`src/rtl/dir_pkg.sv`:
```
package dir_pkg;
  typedef enum logic [1:0] {ST_UNC = 2'd0, ST_SHD = 2'd1, ST_DRT = 2'd2} dir_st_e;
  typedef enum logic [1:0] {RQ_RD = 2'd0, RQ_WR = 2'd1, RQ_WB = 2'd2, RQ_ACK = 2'd3} req_e;
  typedef enum logic [2:0] {
    RS_NONE = 3'd0, RS_DATA = 3'd1, RS_GRANT = 3'd2, RS_INV = 3'd3,
    RS_FETCH = 3'd4, RS_FETCH_INV = 3'd5, RS_NACK = 3'd6
  } rsp_e;
endpackage

```
`src/rtl/dir_entry_file.sv`:
```
module dir_entry_file
  import dir_pkg::*;
#(
  parameter int N_NODES  = 4,
  parameter int N_BLOCKS = 4,
  localparam int NW = (N_NODES > 1) ? $clog2(N_NODES) : 1,
  localparam int BW = (N_BLOCKS > 1) ? $clog2(N_BLOCKS) : 1
) (
  input  logic               clk_i,
  input  logic               rst_ni,
  input  logic [BW-1:0]      blk_i,
  input  logic               wr_en_i,
  input  dir_st_e            nxt_st_i,
  input  logic [N_NODES-1:0] nxt_pres_i,
  input  logic               nxt_busy_i,
  input  logic [NW-1:0]      nxt_psrc_i,
  input  logic               nxt_pwr_i,
  input  logic [N_NODES-1:0] nxt_pmask_i,
  output dir_st_e            cur_st_o,
  output logic [N_NODES-1:0] cur_pres_o,
  output logic               cur_busy_o,
  output logic [NW-1:0]      cur_psrc_o,
  output logic               cur_pwr_o,
  output logic [N_NODES-1:0] cur_pmask_o
);
  dir_st_e            st_q    [N_BLOCKS];
  logic [N_NODES-1:0] pres_q  [N_BLOCKS];
  logic               busy_q  [N_BLOCKS];
  logic [NW-1:0]      psrc_q  [N_BLOCKS];
  logic               pwr_q   [N_BLOCKS];
  logic [N_NODES-1:0] pmask_q [N_BLOCKS];

  for (genvar b = 0; b < N_BLOCKS; b++) begin : g_ent
    always_ff @(posedge clk_i or negedge rst_ni) begin
      if (!rst_ni) begin
        st_q[b]    <= ST_UNC;
        pres_q[b]  <= '0;
        busy_q[b]  <= 1'b0;
        psrc_q[b]  <= '0;
        pwr_q[b]   <= 1'b0;
        pmask_q[b] <= '0;
      end else if (wr_en_i && blk_i == BW'(b)) begin
        st_q[b]    <= nxt_st_i;
        pres_q[b]  <= nxt_pres_i;
        busy_q[b]  <= nxt_busy_i;
        psrc_q[b]  <= nxt_psrc_i;
        pwr_q[b]   <= nxt_pwr_i;
        pmask_q[b] <= nxt_pmask_i;
      end
    end

    p_dirty_onehot_r11: assert property (@(posedge clk_i) disable iff (!rst_ni)
      st_q[b] == ST_DRT |-> $onehot(pres_q[b]));
    p_unc_empty_r11: assert property (@(posedge clk_i) disable iff (!rst_ni)
      st_q[b] == ST_UNC |-> (pres_q[b] == '0 && !busy_q[b]));
  end

  assign cur_st_o    = st_q[blk_i];
  assign cur_pres_o  = pres_q[blk_i];
  assign cur_busy_o  = busy_q[blk_i];
  assign cur_psrc_o  = psrc_q[blk_i];
  assign cur_pwr_o   = pwr_q[blk_i];
  assign cur_pmask_o = pmask_q[blk_i];
endmodule

```
`src/rtl/dir_next_state.sv`:
```
module dir_next_state
  import dir_pkg::*;
#(
  parameter int N_NODES = 4,
  localparam int NW = (N_NODES > 1) ? $clog2(N_NODES) : 1
) (
  input  logic               req_valid_i,
  input  logic [1:0]         req_type_i,
  input  logic [NW-1:0]      req_src_i,
  input  dir_st_e            cur_st_i,
  input  logic [N_NODES-1:0] cur_pres_i,
  input  logic               cur_busy_i,
  input  logic [NW-1:0]      cur_psrc_i,
  input  logic               cur_pwr_i,
  input  logic [N_NODES-1:0] cur_pmask_i,
  output logic               wr_en_o,
  output dir_st_e            nxt_st_o,
  output logic [N_NODES-1:0] nxt_pres_o,
  output logic               nxt_busy_o,
  output logic [NW-1:0]      nxt_psrc_o,
  output logic               nxt_pwr_o,
  output logic [N_NODES-1:0] nxt_pmask_o,
  output logic               rsp_valid_o,
  output rsp_e               rsp_type_o,
  output logic [N_NODES-1:0] rsp_dst_o
);
  logic [N_NODES-1:0] src_m, psrc_m, others, left;
  req_e rq;

  always_comb begin
    src_m  = '0;
    src_m[req_src_i] = 1'b1;
    psrc_m = '0;
    psrc_m[cur_psrc_i] = 1'b1;
    others = cur_pres_i & ~src_m;
    left   = cur_pmask_i & ~src_m;
    rq     = req_e'(req_type_i);

    wr_en_o     = 1'b0;
    nxt_st_o    = cur_st_i;
    nxt_pres_o  = cur_pres_i;
    nxt_busy_o  = cur_busy_i;
    nxt_psrc_o  = cur_psrc_i;
    nxt_pwr_o   = cur_pwr_i;
    nxt_pmask_o = cur_pmask_i;
    rsp_valid_o = 1'b0;
    rsp_type_o  = RS_NONE;
    rsp_dst_o   = '0;

    if (req_valid_i) begin
      unique case (rq)
        RQ_RD, RQ_WR: begin
          if (cur_busy_i) begin
            rsp_valid_o = 1'b1;
            rsp_type_o  = RS_NACK;
            rsp_dst_o   = src_m;
          end else if (rq == RQ_RD) begin
            rsp_valid_o = 1'b1;
            if (cur_st_i == ST_DRT && others != '0) begin
              // fetch from remote owner first
              rsp_type_o  = RS_FETCH;
              rsp_dst_o   = others;
              wr_en_o     = 1'b1;
              nxt_busy_o  = 1'b1;
              nxt_psrc_o  = req_src_i;
              nxt_pwr_o   = 1'b0;
              nxt_pmask_o = others;
            end else if (cur_st_i == ST_DRT) begin
              rsp_type_o = RS_DATA;
              rsp_dst_o  = src_m;
            end else begin
              rsp_type_o = RS_DATA;
              rsp_dst_o  = src_m;
              wr_en_o    = 1'b1;
              nxt_st_o   = ST_SHD;
              nxt_pres_o = cur_pres_i | src_m;
            end
          end else begin
            rsp_valid_o = 1'b1;
            if (others == '0) begin
              rsp_type_o = RS_GRANT;
              rsp_dst_o  = src_m;
              wr_en_o    = 1'b1;
              nxt_st_o   = ST_DRT;
              nxt_pres_o = src_m;
            end else begin
              rsp_type_o  = (cur_st_i == ST_DRT) ? RS_FETCH_INV : RS_INV;
              rsp_dst_o   = others;
              wr_en_o     = 1'b1;
              nxt_busy_o  = 1'b1;
              nxt_psrc_o  = req_src_i;
              nxt_pwr_o   = 1'b1;
              nxt_pmask_o = others;
            end
          end
        end
        RQ_WB: begin
          if (!cur_busy_i && cur_st_i == ST_DRT && cur_pres_i == src_m) begin
            wr_en_o    = 1'b1;
            nxt_st_o   = ST_UNC;
            nxt_pres_o = '0;
          end
        end
        RQ_ACK: begin
          if (cur_busy_i && (cur_pmask_i & src_m) != '0) begin
            wr_en_o     = 1'b1;
            nxt_pmask_o = left;
            if (cur_pwr_i) nxt_pres_o = cur_pres_i & ~src_m;
            if (left == '0) begin
              nxt_busy_o  = 1'b0;
              rsp_valid_o = 1'b1;
              rsp_dst_o   = psrc_m;
              if (cur_pwr_i) begin
                rsp_type_o = RS_GRANT;
                nxt_st_o   = ST_DRT;
                nxt_pres_o = psrc_m;
              end else begin
                rsp_type_o = RS_DATA;
                nxt_st_o   = ST_SHD;
                nxt_pres_o = cur_pres_i | psrc_m;
              end
            end
          end
        end
        default: ;
      endcase
    end
  end
endmodule

```
`src/rtl/dir_rsp_reg.sv`:
```
module dir_rsp_reg
  import dir_pkg::*;
#(
  parameter int N_NODES = 4,
  parameter int BW      = 2
) (
  input  logic               clk_i,
  input  logic               rst_ni,
  input  logic               valid_i,
  input  rsp_e               type_i,
  input  logic [N_NODES-1:0] dst_i,
  input  logic [BW-1:0]      blk_i,
  output logic               valid_o,
  output logic [2:0]         type_o,
  output logic [N_NODES-1:0] dst_o,
  output logic [BW-1:0]      blk_o
);
  always_ff @(posedge clk_i or negedge rst_ni) begin
    if (!rst_ni) begin
      valid_o <= 1'b0;
      type_o  <= '0;
      dst_o   <= '0;
      blk_o   <= '0;
    end else begin
      valid_o <= valid_i;
      type_o  <= valid_i ? type_i : RS_NONE;
      dst_o   <= valid_i ? dst_i : '0;
      blk_o   <= blk_i;
    end
  end
endmodule

```
`src/rtl/dir_home_ctrl.sv`:
```
module dir_home_ctrl
  import dir_pkg::*;
#(
  parameter int N_NODES  = 4,
  parameter int N_BLOCKS = 4,
  localparam int NW = (N_NODES > 1) ? $clog2(N_NODES) : 1,
  localparam int BW = (N_BLOCKS > 1) ? $clog2(N_BLOCKS) : 1
) (
  input  logic               clk_i,
  input  logic               rst_ni,
  input  logic               req_valid_i,
  input  logic [1:0]         req_type_i,
  input  logic [NW-1:0]      req_src_i,
  input  logic [BW-1:0]      req_blk_i,
  output logic               rsp_valid_o,
  output logic [2:0]         rsp_type_o,
  output logic [N_NODES-1:0] rsp_dst_o,
  output logic [BW-1:0]      rsp_blk_o
);
  dir_st_e            cur_st, nxt_st;
  logic [N_NODES-1:0] cur_pres, nxt_pres, cur_pmask, nxt_pmask, ns_dst;
  logic               cur_busy, nxt_busy, cur_pwr, nxt_pwr, wr_en, ns_valid;
  logic [NW-1:0]      cur_psrc, nxt_psrc;
  rsp_e               ns_type;

  dir_entry_file #(.N_NODES(N_NODES), .N_BLOCKS(N_BLOCKS)) i_entries (
    .clk_i, .rst_ni, .blk_i(req_blk_i), .wr_en_i(wr_en),
    .nxt_st_i(nxt_st), .nxt_pres_i(nxt_pres), .nxt_busy_i(nxt_busy),
    .nxt_psrc_i(nxt_psrc), .nxt_pwr_i(nxt_pwr), .nxt_pmask_i(nxt_pmask),
    .cur_st_o(cur_st), .cur_pres_o(cur_pres), .cur_busy_o(cur_busy),
    .cur_psrc_o(cur_psrc), .cur_pwr_o(cur_pwr), .cur_pmask_o(cur_pmask)
  );

  dir_next_state #(.N_NODES(N_NODES)) i_next (
    .req_valid_i, .req_type_i, .req_src_i,
    .cur_st_i(cur_st), .cur_pres_i(cur_pres), .cur_busy_i(cur_busy),
    .cur_psrc_i(cur_psrc), .cur_pwr_i(cur_pwr), .cur_pmask_i(cur_pmask),
    .wr_en_o(wr_en), .nxt_st_o(nxt_st), .nxt_pres_o(nxt_pres),
    .nxt_busy_o(nxt_busy), .nxt_psrc_o(nxt_psrc), .nxt_pwr_o(nxt_pwr),
    .nxt_pmask_o(nxt_pmask),
    .rsp_valid_o(ns_valid), .rsp_type_o(ns_type), .rsp_dst_o(ns_dst)
  );

  dir_rsp_reg #(.N_NODES(N_NODES), .BW(BW)) i_rsp (
    .clk_i, .rst_ni, .valid_i(ns_valid), .type_i(ns_type), .dst_i(ns_dst),
    .blk_i(req_blk_i), .valid_o(rsp_valid_o), .type_o(rsp_type_o),
    .dst_o(rsp_dst_o), .blk_o(rsp_blk_o)
  );

  p_nack_busy_r8: assert property (@(posedge clk_i) disable iff (!rst_ni)
    req_valid_i && cur_busy && (req_type_i == 2'd0 || req_type_i == 2'd1)
    |=> rsp_valid_o && rsp_type_o == 3'd6);
  p_grant_single_r4: assert property (@(posedge clk_i) disable iff (!rst_ni)
    rsp_valid_o && rsp_type_o == 3'd2 |-> $onehot(rsp_dst_o));
  p_wb_silent_r9: assert property (@(posedge clk_i) disable iff (!rst_ni)
    req_valid_i && req_type_i == 2'd2 |=> !rsp_valid_o);
  p_ack_no_nack_r10: assert property (@(posedge clk_i) disable iff (!rst_ni)
    req_valid_i && req_type_i == 2'd3 |=> rsp_type_o != 3'd6);
  p_reset_quiet_r1: assert property (@(posedge clk_i) disable iff (!rst_ni)
    !req_valid_i |=> !rsp_valid_o);
endmodule

```
`config.mk`:
```
export PLATFORM = sky130hd
export DESIGN_NAME = dir_home_ctrl
export DESIGN_NICKNAME = d
export VERILOG_FILES = /design/src/rtl/dir_pkg.sv /design/src/rtl/dir_entry_file.sv /design/src/rtl/dir_next_state.sv /design/src/rtl/dir_rsp_reg.sv /design/src/rtl/dir_home_ctrl.sv
export SDC_FILE = /design/constraint.sdc
export NUM_CORES = 1
export LEC_CHECK = 0
export CAP_MARGIN = 20
export CORE_ASPECT_RATIO = 1.4
export CORE_MARGIN = 5
export CORE_UTILIZATION = 35
export DETAILED_ROUTE_END_ITERATION = 8
export DONT_BUFFER_PORTS = 1
export GPL_TIMING_DRIVEN = 0
export REMOVE_ABC_BUFFERS = 1
export SYNTH_ARGS = -nofsm -noshare
export SYNTH_HDL_FRONTEND = slang
export SYNTH_SLANG_ARGS = --single-unit
```
`constraint.sdc`:
```
create_clock -name clk_i -period 4.3 [get_ports clk_i]
set_input_delay 0.86 -clock clk_i [delete_from_list [all_inputs] [get_ports clk_i]]
set_output_delay 0.86 -clock clk_i [all_outputs]
set_load 0.05 [all_outputs]
```
==> flow_summary.json, run 1 <==
{
  "irDropWorstVdd_v": 0.0001888,
  "power.switching_mw": 0.9446,
  "synth_area_per_cell_um2": 11.10,
  "design.core.area_um2": 11400,
  "synth.most_common_cell": "dfrtp_1",
  "overflow": 0,
  "synth-seq-area-share_pct": 40.33,
  "fin_util_pct": 39.11,
  "hpwl_mm": 6.940,
  "status": "finished clean",
  "synth_area_leaders": "dfrtp_1, mux2_2, mux4_2",
  "timing.fmax_mhz": 240.3,
  "grt_pass1_wl_mm": 16.07,
  "cts_max_level": 3,
  "crit_fanout": 34,
  "antenna_found_initial": 0,
  "vias": 2996,
  "cp-end-kind": "register",
  "clock_tree.root_cell": "clkbuf_16",
  "worstSetupPathType": "in2reg",
  "clockBufferDepth": 2,
  "ys.warnings.count": 0,
  "wl_per_cell_um": 19.39,
  "power_density_nw_per_um2": 615.0,
  "intPower_mw": 1.796,
  "gp_congestion": 0.9049,
  "drtIter0Drc": 131,
  "grtUsageTotal_pct": 14.86,
  "drc": 0,
  "drive_gt1_share_pct": 25.76,
  "p_leak_nw": 1.969,
  "met1_usage_pct": 17.39,
  "grt_pass1_vias": 2996,
  "post_synth_instance_area_um2": 4095,
  "dieArea_um2": 13990,
  "final_nets": 374,
  "pwr-share-clk_pct": 25.6,
  "syn_to_final_growth_pct": 8.830,
  "worstPathArrival_ps": 4370,
  "cp_cell_sequence": "mux2_2 > o21ai_0 > ha_1 > or4_1 > or4b_4 > nand2_2 > nand4_2 > or3b_2 > mux2_4",
  "std_cell_rows": 46,
  "synth_cell_types": 56,
  "wirelength_mm": 9.794,
  "p_sw_share_pct": 34.46,
  "finalCritPeriodShare_pct": 96.79,
  "ant_nets": 0,
  "synth_edf_count": 0,
  "fillers": 1089,
  "maxCapViolCount": 0,
  "yosysTopAreaCell": "dfrtp_1",
  "final_max_slew_viol_count": 0,
  "use_met2_pct": 25.51,
  "cts_inserted_buffers": 9,
  "initial_core_util_pct": 35.94,
  "setup_viol": 0,
  "hold_viol_final": 0,
  "finalCriticalPeriod_ps": 4162,
  "firstDrtPassIters": 5,
  "async_reset_ff_share_pct": 100.0,
  "min_path_type": "in2async",
  "ios": 19,
  "fin_setup_tns_ps": 0,
  "finClkSkew_ps": 8.191,
  "start_kind": "primary input",
  "fp.dieH_um": 138.0,
  "power_frac_comb_pct": 36.6,
  "cts.sinks": 66,
  "holdBufCountCts": 0,
  "tightest_slew_ps": 971.3,
  "critical_path_required_ps": 4510,
  "die_w_um": 101.4,
  "relSlewSlack_pct": 34.71,
  "netlist_instances": 369,
  "synth.top_cell.area_share_pct": 40.33,
  "cts.clk_slew.worst_paths_ps": 50,
  "fin_hold_ws_ps": 229.9,
  "use_met3_pct": 2.667,
  "p_seq_share_pct": 37.8,
  "grt_max_degree": 67,
  "cts_tree": "done",
  "numPortBuffers": 0,
  "viasPerCell": 5.933,
  "critPathSlowestCell": "or3b_2",
  "synth_flop_cell": "dfrtp_1",
  "slowest_delay_ps": 760,
  "grt_busiest_layer": "met2",
  "diodes": 0,
  "clock_latency_ps": 330,
  "rsz0062_at_grt": "false",
  "ys_ff_latch": 66,
  "yosys-top-cells-count": "dfrtp_1, mux2_2, nand2_1, mux2i_1"
}
==> per-stage QoR <==
step	setup WS, ps	std cells	total power [mW]	area (um^2)
2_1_floorplan	186.4	343	1.782	3958
3_3_place_gp	-769.3	487	1.994	4138
3_5_place_dp	-327.3	488	2.039	4155
4_1_cts	45.92	505	2.759	4457
5_1_grt	8.337	505	2.901	4457
6_report	137.8	505	2.741	4457
==> layout make-up <==
cell class                 count  area [um^2]  share of cell area, %
multi-input combinational    263         2260                  50.70
sequential                    66         1652                  37.06
clock buffer                  12        246.5                  5.531
tap                          144        180.2                  4.043
inverter                      14        52.55                  1.179
clock inverter                 3        40.04                 0.8984
timing repair buffer           3        26.28                 0.5896
==> layout by cell type (no fill, tap or decap), types with 10 or more instances in the layout <==
| cell type | n |
|---|---|
| a21oi_1 | 15 |
| dfrtp_1 | 66 |
| inv_1 | 13 |
| mux2_1 | 10 |
| mux2_2 | 44 |
| mux2_4 | 10 |
| mux2i_1 | 19 |
| mux4_2 | 11 |
| nand2_1 | 20 |
| nor2_1 | 15 |
| nor3_1 | 14 |
| o21ai_0 | 13 |
==> worst max-delay path: cells and delay by family <==
family | cells | cell delay, ps
AND/OR/NAND/NOR | 5 | 2030
multiplexers | 2 | 690
AO/OA/AOI/OAI | 1 | 440
adder cells (fa/ha/maj) | 1 | 330
==> sequential cells by signal (all words and copies together) (netlist names) <==
name               cells
i_rsp.blk_o            2
i_entries.pwr_q        4
i_entries.pres_q      16
i_entries.busy_q       4
i_rsp.dst_o            4
i_entries.pmask_q     16
i_entries.psrc_q       8
i_rsp.valid_o          1
i_rsp.type_o           3
i_entries.st_q         8
==> repair_timing <==
item                                   4_1_cts  5_1_grt
cloned                                       0        0
buffers inserted                             2        0
resized for setup                            0        2
setup endpoints to repair                    1       22
endpoints found under the hold margin        0        0
==> cells by family after synthesis <==
| kind of cell | after synthesis | synth area share, % |
|---|---|---|
| AO/OA/AOI/OAI | 67 | 10.94 |
| adder cells (fa/ha/maj) | 8 | 2.444 |
| buffers and inverters | 40 | 4.644 |
| flip-flops | 66 | 40.33 |
| multiplexers | 94 | 29.21 |
| AND/OR/NAND/NOR | 94 | 12.43 |
==> worst paths after layout <==
check	from	to	slack [ps]	depth (start not counted)
setup / recovery	req_blk_i[1]	i_entries.busy_q[1]	140	9
hold / removal	rst_ni	i_entries.psrc_q[1]	230	0
setup reg to reg	i_entries.pres_q[4]	i_entries.busy_q[1]	360	9
hold reg to reg	i_entries.pres_q[9]	i_entries.pres_q[9]	490	1
max in group asynchronous	rst_ni	i_rsp.dst_o[2]	3970	0
min in group clk_i	i_entries.pres_q[9]	i_entries.pres_q[9]	490	1
==> per-layer routing <==
metal	vias to the layer above	part of all wire, %	routed length (um)
met5	-	0	0
met4	0	4.3	422
met3	29	4.2	413
met2	105	52	5085
met1	1499	40	3871
li1	1363	-	-
==> power groups by stage <==
stage	Combinational (mW)	Clock (mW)	Sequential, mW
floorplan	0.784	0	0.998
global placement	0.967	0	1.03
detailed placement	0.991	0	1.05
CTS	0.999	0.722	1.04
global route	1.10	0.740	1.06
finish	1.00	0.702	1.04
Note: power is estimated with default switching activity, not from simulation.
==> run 2: changes to the inputs <==
==> constraint.sdc (replaced) <==
create_clock -name clk_i -period 4.3 [get_ports clk_i]
set_input_delay 0.215 -clock clk_i [delete_from_list [all_inputs] [get_ports clk_i]]
set_output_delay 0.215 -clock clk_i [all_outputs]
set_load 0.05 [all_outputs]
==> run 2 against run 1 <==
  * Clock skew down 1.0 ps
  * Power up 0.72%
  * Via count up 1.2%
  * Maximum frequency grew 1.3%
  * Core utilization rose by 0.46 points
  * Clock-buffer cell count stayed put
  * Non-clock buffer count increased by 3
  * Worst setup slack improved by 53 ps
  * Largest power group unchanged
  * Critical path depth shrank 1
  * Die area unchanged
  * Combinational power is essentially flat
==> flow_summary.json, run 2 (synthesized netlist as in run 1, its figures left out) <==
{
  "antenna_found_initial": 0,
  "irDropWorstVdd_v": 0.0001903,
  "drtIter0Drc": 196,
  "p_leak_nw": 1.990,
  "cp_cell_sequence": "mux2_2 > o21ai_0 > ha_1 > or4_1 > or4b_4 > nand2_2 > nand4_1 > mux2_2",
  "drc": 0,
  "crit_buf_inv": 0,
  "initial_core_util_pct": 35.94,
  "overflow": 0,
  "dp_cells": 488,
  "placed_area_um2": 4155,
  "vias": 3031,
  "relSlewSlack_pct": 28.95,
  "cp_top_family": "simple AND/OR/NAND/NOR gates",
  "fin_area_um2": 4509,
  "grt_pass1_vias": 2996,
  "design.core.area_um2": 11400,
  "holdPathStages": 1,
  "clockBufferDepth": 2,
  "multi_input_area_um2": 2260,
  "top_regs": "i_entries.pmask_q (16), i_entries.pres_q (16)",
  "fin_hold_ws_ps": 27.90,
  "setup_viol": 0,
  "cp-end-kind": "register",
  "final-seq-area_um2": 1652,
  "finClkSkew_ps": 7.147,
  "dieArea_um2": 13990,
  "numPortBuffers": 0,
  "ios": 19,
  "rsz0062_at_grt": "false",
  "crit_fanout": 14,
  "hold_path_end": "i_rsp.dst_o[0]",
  "stdcell_count": 508,
  "r2r-start": "i_entries.pres_q[4]",
  "cts_max_level": 3,
  "final_nets": 377,
  "hold_viol_final": 0,
  "std_cell_rows": 46,
  "wirelength_mm": 9.933,
  "finalCriticalPeriod_ps": 4109,
  "layout_common_cells": "dfrtp_1, mux2_2, nand2_1",
  "min_from": "req_valid_i",
  "gp_congestion": 0.9049,
  "grt_max_degree": 67,
  "cts.sinks": 66,
  "cts.clk_slew.worst_paths_ps": 50,
  "hpwl_mm": 6.940,
  "min_path_type": "in2reg",
  "maxCapViolCount": 0,
  "critical_path_required_ps": 4510,
  "regToRegEndpoint": "i_entries.pmask_q[0]",
  "tightest_slew_ps": 1063,
  "grtUsageTotal_pct": 14.95,
  "fillers": 1086,
  "ant_nets": 0,
  "r2r_cells": 8,
  "cts_inserted_buffers": 9,
  "viasPerCell": 5.967,
  "post_cts.repair.setup_buffers": 0,
  "power_mw": 2.761,
  "grt_pass1_wl_mm": 16.15,
  "fp.dieH_um": 138.0,
  "power_density_nw_per_um2": 612.2,
  "final_max_slew_viol_count": 0,
  "clock_tree.root_cell": "clkbuf_16",
  "crit_top_cell": "mux2_2",
  "start_kind": "register",
  "mostFrequentLayoutCell": "dfrtp_1",
  "worstPathArrival_ps": 4310,
  "status": "finished clean",
  "slowest_delay_ps": 820,
  "diodes": 0,
  "cts_tree": "done",
  "regToRegSetupSlack_ps": 190,
  "firstDrtPassIters": 5,
  "die_w_um": 101.4,
  "finalCritPeriodShare_pct": 95.55,
  "clock_latency_ps": 330,
  "wl_per_cell_um": 19.55,
  "critPathSlowestCell": "nand4_1",
  "syn_to_final_growth_pct": 10.11,
  "timing.fmax_mhz": 243.4,
  "worstSetupPathType": "reg2reg",
  "drive_gt1_share_pct": 24.73
}
run 2: power by group:
part           switching (mW)  leakage [nW]  total, mW  internal (mW)
Combinational           0.528          1.00       1.02          0.492
Clock                   0.246         0.142      0.705          0.459
Sequential              0.187         0.847       1.04          0.849
run 2: worst max path at each step:
stage                             start                   end  slack [ps]  depth (start not counted)
finish              i_entries.pres_q[4]  i_entries.pmask_q[0]         190                          8
global route        i_entries.pres_q[4]  i_entries.pmask_q[2]          40                          8
CTS                 i_entries.pres_q[4]  i_entries.pmask_q[0]         200                          8
detailed placement  i_entries.pres_q[4]  i_entries.pmask_q[0]         230                          8
global placement    i_entries.pres_q[4]  i_entries.pmask_q[5]        -210                          9
floorplan           i_entries.pres_q[4]   i_entries.busy_q[1]         750                          9
run 2: final cells by class:
type | instances | share of cell area (%)
multi-input combinational | 263 | 50.11
sequential | 66 | 36.63
clock buffer | 12 | 5.466
tap | 144 | 3.996
timing repair buffer | 6 | 1.748
inverter | 14 | 1.165
clock inverter | 3 | 0.8879
run 2: stage by stage:
step / TNS, ps / util (%) / setup WS, ps
6_report: 0 / 39.57 / 191.2
5_1_grt: 0 / 39.57 / 40.03
4_1_cts: 0 / 39.57 / 197.2
3_5_place_dp: 0 / 36.46 / 228.5
3_3_place_gp: -3663 / 36.31 / -213.0
2_1_floorplan: 0 / - / 749.1
run 2: what timing repair did:
item	in CTS	in global routing
hold buffers	5	0
hold endpoints to repair	69	0
setup endpoints to repair	0	0
gates resized for setup	0	0
run 2: layer usage:
metal	vias up	wire length, um	part of all wire [%]	GRT usage [%]
li1	1369	-	-	-
met1	1524	4011	40	17.68
met2	106	5112	51	25.33
met3	32	401	4.0	2.617
met4	0	408	4.1	8.500
met5	-	0	0	0
